**src/rtl/arbPkg.sv**
```systemverilog
package arbPkg;

  typedef enum logic [2:0] {
    ST_IDLE,
    ST_PEND,
    ST_HOST,
    ST_SETTLE,
    ST_DONE,
    ST_TOUT
  } arbState_t;

  typedef struct packed {
    logic loadCmd;
    logic sramOn;
    logic capture;
    logic cntClr;
  } ctlStrobes_t;

endpackage

```
**src/rtl/arbTgtMonitor.sv**
```systemverilog
module arbTgtMonitor (
  input  logic clk,
  input  logic rstN,
  input  logic tgtSel,
  input  logic tgtStrobe,
  output logic tgtActive,
  output logic tgtEnd
);

  logic prevActive;

  assign tgtActive = tgtSel & tgtStrobe;

  always_ff @(posedge clk) begin
    if (!rstN) prevActive <= 1'b0;
    else       prevActive <= tgtActive;
  end

  assign tgtEnd = prevActive & ~tgtActive;

endmodule

```
**src/rtl/arbControl.sv**
```systemverilog
module arbControl
  import arbPkg::*;
#(
  parameter int HOST_CYCLES    = 30,
  parameter int SETTLE_CYCLES  = 4,
  parameter int TIMEOUT_CYCLES = 200,
  parameter int CNT_W          = 8
) (
  input  logic              clk,
  input  logic              rstN,
  input  logic              hostReq,
  input  logic              tgtActive,
  input  logic              tgtEnd,
  input  logic              tgtRst,
  input  logic [CNT_W-1:0]  count,
  output ctlStrobes_t       ctl,
  output logic              hostDone,
  output logic              hostTimeout,
  output logic              readyN,
  output logic              isolate
);

  localparam logic [CNT_W-1:0] HOST_LAST   = CNT_W'(HOST_CYCLES - 1);
  localparam logic [CNT_W-1:0] SETTLE_LAST = CNT_W'(SETTLE_CYCLES - 1);
  localparam logic [CNT_W-1:0] TOUT_LAST   = CNT_W'(TIMEOUT_CYCLES - 1);

  arbState_t state, nextState;
  logic      stalled;
  logic      collide;
  logic      hostLast;

  assign collide  = (state == ST_HOST) & tgtActive & ~tgtRst;
  assign hostLast = (state == ST_HOST) & (count == HOST_LAST);

  always_comb begin
    nextState = state;
    unique case (state)
      ST_IDLE:   if (hostReq) nextState = ST_PEND;
      ST_PEND: begin
        if (tgtRst || tgtEnd)        nextState = ST_HOST;
        else if (count == TOUT_LAST) nextState = ST_TOUT;
      end
      ST_HOST:   if (hostLast) nextState = (stalled || collide) ? ST_SETTLE : ST_DONE;
      ST_SETTLE: if (count == SETTLE_LAST) nextState = ST_DONE;
      ST_DONE:   nextState = ST_IDLE;
      ST_TOUT:   nextState = ST_IDLE;
      default:   nextState = ST_IDLE;
    endcase
  end

  always_ff @(posedge clk) begin
    if (!rstN) begin
      state   <= ST_IDLE;
      stalled <= 1'b0;
    end else begin
      state <= nextState;
      if (state != ST_HOST) stalled <= 1'b0;
      else if (collide)     stalled <= 1'b1;
    end
  end

  always_comb begin
    ctl.loadCmd = (state == ST_IDLE) & hostReq;
    ctl.sramOn  = (state == ST_HOST);
    ctl.capture = hostLast;
    ctl.cntClr  = (nextState != state);
  end

  assign isolate     = (state == ST_HOST);
  assign readyN      = ~(((state == ST_HOST) & (stalled | collide)) | (state == ST_SETTLE));
  assign hostDone    = (state == ST_DONE);
  assign hostTimeout = (state == ST_TOUT);

endmodule

```
**src/rtl/arbDatapath.sv**
```systemverilog
module arbDatapath
  import arbPkg::*;
#(
  parameter int ADDR_W = 12,
  parameter int DATA_W = 8,
  parameter int CNT_W  = 8
) (
  input  logic              clk,
  input  logic              rstN,
  input  ctlStrobes_t       ctl,
  input  logic              hostWrite,
  input  logic [ADDR_W-1:0] hostAddr,
  input  logic [DATA_W-1:0] hostWdata,
  input  logic [DATA_W-1:0] sramRdata,
  output logic              sramCe,
  output logic              sramWe,
  output logic [ADDR_W-1:0] sramAddr,
  output logic [DATA_W-1:0] sramWdata,
  output logic [DATA_W-1:0] hostRdata,
  output logic [CNT_W-1:0]  count
);

  localparam logic [CNT_W-1:0] CNT_TOP = '1;

  logic              wrReg;
  logic [ADDR_W-1:0] addrReg;
  logic [DATA_W-1:0] wdataReg;
  logic [DATA_W-1:0] rdataReg;

  always_ff @(posedge clk) begin
    if (!rstN) begin
      wrReg    <= 1'b0;
      addrReg  <= '0;
      wdataReg <= '0;
      rdataReg <= '0;
      count    <= '0;
    end else begin
      if (ctl.loadCmd) begin
        wrReg    <= hostWrite;
        addrReg  <= hostAddr;
        wdataReg <= hostWdata;
      end
      if (ctl.capture && !wrReg) rdataReg <= sramRdata;
      if (ctl.cntClr)            count <= '0;
      else if (count != CNT_TOP) count <= count + 1'b1;
    end
  end

  assign sramCe    = ctl.sramOn;
  assign sramWe    = ctl.sramOn & wrReg;
  assign sramAddr  = addrReg;
  assign sramWdata = wdataReg;
  assign hostRdata = rdataReg;

endmodule

```
**src/rtl/waitStateArbiter.sv**
```systemverilog
module waitStateArbiter
  import arbPkg::*;
#(
  parameter int ADDR_W         = 12,
  parameter int DATA_W         = 8,
  parameter int HOST_CYCLES    = 30,
  parameter int SETTLE_CYCLES  = 4,
  parameter int TIMEOUT_CYCLES = 200
) (
  input  logic              clk,
  input  logic              rstN,
  input  logic              hostReq,
  input  logic              hostWrite,
  input  logic [ADDR_W-1:0] hostAddr,
  input  logic [DATA_W-1:0] hostWdata,
  output logic [DATA_W-1:0] hostRdata,
  output logic              hostDone,
  output logic              hostTimeout,
  input  logic              tgtSel,
  input  logic              tgtStrobe,
  input  logic              tgtRst,
  output logic              readyN,
  output logic              isolate,
  output logic              sramCe,
  output logic              sramWe,
  output logic [ADDR_W-1:0] sramAddr,
  output logic [DATA_W-1:0] sramWdata,
  input  logic [DATA_W-1:0] sramRdata
);

  localparam int MAX_A = (HOST_CYCLES > SETTLE_CYCLES) ? HOST_CYCLES : SETTLE_CYCLES;
  localparam int MAX_C = (MAX_A > TIMEOUT_CYCLES) ? MAX_A : TIMEOUT_CYCLES;
  localparam int CNT_W = $clog2(MAX_C + 1);

  ctlStrobes_t      ctl;
  logic             tgtActive;
  logic             tgtEnd;
  logic [CNT_W-1:0] count;

  arbTgtMonitor u_mon (
    .clk       (clk),
    .rstN      (rstN),
    .tgtSel    (tgtSel),
    .tgtStrobe (tgtStrobe),
    .tgtActive (tgtActive),
    .tgtEnd    (tgtEnd)
  );

  arbControl #(
    .HOST_CYCLES    (HOST_CYCLES),
    .SETTLE_CYCLES  (SETTLE_CYCLES),
    .TIMEOUT_CYCLES (TIMEOUT_CYCLES),
    .CNT_W          (CNT_W)
  ) u_ctl (
    .clk         (clk),
    .rstN        (rstN),
    .hostReq     (hostReq),
    .tgtActive   (tgtActive),
    .tgtEnd      (tgtEnd),
    .tgtRst      (tgtRst),
    .count       (count),
    .ctl         (ctl),
    .hostDone    (hostDone),
    .hostTimeout (hostTimeout),
    .readyN      (readyN),
    .isolate     (isolate)
  );

  arbDatapath #(
    .ADDR_W (ADDR_W),
    .DATA_W (DATA_W),
    .CNT_W  (CNT_W)
  ) u_dp (
    .clk       (clk),
    .rstN      (rstN),
    .ctl       (ctl),
    .hostWrite (hostWrite),
    .hostAddr  (hostAddr),
    .hostWdata (hostWdata),
    .sramRdata (sramRdata),
    .sramCe    (sramCe),
    .sramWe    (sramWe),
    .sramAddr  (sramAddr),
    .sramWdata (sramWdata),
    .hostRdata (hostRdata),
    .count     (count)
  );

endmodule

```
**config.mk**
```make
export PLATFORM = sky130hd
export DESIGN_NAME = waitStateArbiter
export DESIGN_NICKNAME = d
export VERILOG_FILES = /design/src/rtl/arbPkg.sv /design/src/rtl/arbTgtMonitor.sv /design/src/rtl/arbControl.sv /design/src/rtl/arbDatapath.sv /design/src/rtl/waitStateArbiter.sv
export SDC_FILE = /design/constraint.sdc
export NUM_CORES = 1
export LEC_CHECK = 0
export BUFFER_PORTS_ARGS = -buffer_cell sky130_fd_sc_hd__buf_2
export CAP_MARGIN = 25
export CORE_ASPECT_RATIO = 1.75
export CORE_MARGIN = 5
export CORE_UTILIZATION = 49
export CTS_CLUSTER_DIAMETER = 40
export CTS_CLUSTER_SIZE = 8
export DETAILED_ROUTE_END_ITERATION = 8
export PLACE_DENSITY_LB_ADDON = 0.1
export SETUP_SLACK_MARGIN = 0.2
export SYNTH_ARGS = -nofsm -noshare
export SYNTH_HDL_FRONTEND = slang
export SYNTH_SLANG_ARGS = --single-unit
```
**constraint.sdc**
```tcl
create_clock -name clk -period 1.7 [get_ports clk]
set_input_delay 0.34 -clock clk [delete_from_list [all_inputs] [get_ports clk]]
set_output_delay 0.34 -clock clk [all_outputs]
set_load 0.05 [all_outputs]
```
==> run summary <==
Final nets = 330
Final Cell Area = 0.00290 mm2
Die ar. = 0.00530 mm2
core box area = 0.00383 mm2
crit-path max FO = 3
synth top area cells = dfxtp_1, nand2_1, a21boi_0, mux2i_1, nor2b_1
status = complete, no violations
Core Rows = 30
share of layout cells above drive strength 1 = 50.3%
Die Y = 92.6 um
post-DP HPWL = 3.47 mm
starting DRC count in detailed routing = 56
min-delay worst type = input pin to register
period utilisation layout = 93.1%
via-per-instance ratio = 5.30
sequential power share = 41.7%
Max VDD drop = 0.715 mV
PD cells = 875 mW/mm2
vias in the first global route = 1775
Achievable Freq = 632 MHz
Post-DP Area = 0.00238 mm2
reg2reg setup slack = 150 ps
Setup crit start kind = register
CP endpoint kind = output pin
first-pass GRT wire length = 8.09 mm
leakage = 1.18 nW
Avg Cell Area, Syn = 9.33 um2
crit path kind = register to output pin
synthesized area = 0.00191 mm2
Setup Skew = 7.17 ps
Post-synth EDFFs = 0
Hold Buf Count CTS = 0
Slowest-stage cell, CP = dfxtp_4
Syn. warnings = 0
syn nets = 242
# fillers = 277
WL/cell = 16.4 um
Distinct cells, synth = 45
PortBufs = 68
worst stage delay on the critical path = 380 ps
Logic pwr share = 19.7%
Final setup violation count = 0
later-pin clock latency in the skew report = 300 ps
Internal Power = 0.00185 W
Multi-input gate area = 0.00119 mm2
Initial DRT Pass Iterations = 4
P_sw = 0.000690 W
htree depth = 2
Seq/Total Area, Yosys = 44.0%
largest net degree at the start of global routing = 25
RSZ-0062 raised after global routing = true
Slew Viols, Final = 0
Num CTS Buffers = 5
Tmin final = 1580 ps
CTS Buffer Depth = 2
Root Buffer = clkbuf_8
worst-margin pin slew = 386 ps
max-cap violations = 0
critical path required time = 1360 ps
most frequent cell after synthesis = nand2_1
vias = 1813
initial antenna violation count = 0
Initial Utilization = 49.9%
CTS tree = done
clock group share of total power = 38.7%
setup TNS = 0 ps
register area = 865 um2
critical-path cell list = nor3b_4, and2_4, buf_8
IO Count = 69
ys flop type = dfxtp_1
DRC = 0
Yosys top cell area share = 44.0%
Net Sw Frac = 27.2%
routability cong. = 0.798
top cells by count, synth = nand2_1, dfxtp_1, a21boi_0
clk sinks = 42
remaining global-route overflow = 0
clk slew on worst S/H paths = 80 ps
final wirelength = 5.62 mm
Max-slew headroom = 74.1%
Syn Inst Count = 205
ANT cells = 0
die width = 57.2 um
P&R area growth vs syn = 51.8%
asr flop ratio synth = 0%
antenna viol nets, final = 0
cell taking the most area after synthesis = dfxtp_1
critical path arrival = 1240 ps
GRT Overall Usage = 19.4%
endpoints failing hold = 0
register bit total from synthesis = 42
## cells by family (layout without fill, tap and decap cells)
logic type      after synthesis  count (layout)  share of synthesized area (%)
xor+xnor                      1               1                          0.458
simple gates                 92              92                           25.5
mux                           9               9                           4.71
buf+inv                      16             105                           5.17
fa+ha+maj                     2               2                           1.31
flops                        42              42                           44.0
compound gates               43              43                           18.8
## worst paths after layout
check,start,to,cells past startpoint
worst min register to register,u_dp.sramAddr[10],u_dp.sramAddr[10],2
worst max register to register,u_dp.count[1],u_dp.hostRdata[5],7
worst min-delay path,hostAddr[6],u_dp.sramAddr[6],3
worst max-delay path,u_ctl.state[1],sramWe,3
## through the flow
stage / hold WS (ps) / power [W] / util (%) / std cells / setup WS [ps]
after floorplan: 453 / 0.00136 / - / 205 / -99.2
final: 282 / 0.00254 / 75.8 / 342 / 117
after CTS: 277 / 0.00249 / 69.6 / 335 / 134
after global routing: 286 / 0.00265 / 75.8 / 342 / 49.7
after detailed placement: 455 / 0.00148 / 62.1 / 320 / 56.0
after global placement: 445 / 0.00148 / 62.1 / 320 / 117
## metal layers
metal  vias up  track usage (%)  part of all wire (%)
li1        883                -                     -
met1       859             19.8                    35
met2        55             35.5                    58
met3        16             5.02                   3.6
met4         0             9.48                   3.1
met5         -                0                     0
## flip-flops by register name, indices dropped and copies added, names as in the netlist
register and flops:
u_dp.hostRdata 8, u_ctl.state 3, u_dp.count 8, u_ctl.stalled 1
u_dp.sramAddr 12, u_dp.wrReg 1, u_dp.sramWdata 8, u_mon.prevActive 1
## area by class of cell
class / instances / share of cell area, %
tap: 48 / 2.07
clock inverter: 2 / 2.07
multi-input combinational: 147 / 40.9
sequential: 42 / 29.8
timing repair buffer: 94 / 21.8
clock buffer: 6 / 2.84
inverter: 3 / 0.474
## power groups by stage
stage	logic [W]	clock network, W	registers, W
after detailed placement	0.000405	0	0.00108
after global placement	0.000401	0	0.00108
after CTS	0.000442	0.000995	0.00105
final	0.000499	0.000981	0.00106
after floorplan	0.000169	0	0.00119
after global routing	0.000534	0.00105	0.00106
## cell usage in the layout, fill, tap and decap left out, types with 3 or more instances in the layout
cell        n
buf_2      62
nand2_1    47
dfxtp_1    31
a21boi_0   21
buf_4      21
nor2b_1     9
mux2i_1     8
dfxtp_2     7
clkbuf_8    6
buf_6       4
buf_8       4
dfxtp_4     4
nand2b_1    3
nor2_1      3
and3_1      3
nor3_1      3
nor3_2      3
a2111oi_4   3
o21ai_0     3
buf_12      3
## critical path: cells and delay by family, from the launching register on
kind	cells	cell delay (ps)
AND/OR/NAND/NOR	2	430
flip-flops	1	380
buffers and inverters	1	140
## repair_timing
action | CTS | global route
setup buffers | 7 | 7
setup endpoints to repair | 23 | 44
pin swaps | 8 | 5
gates cloned | 0 | 0
resized for setup | 30 | 33
Power figures use the tool's default switching activity.
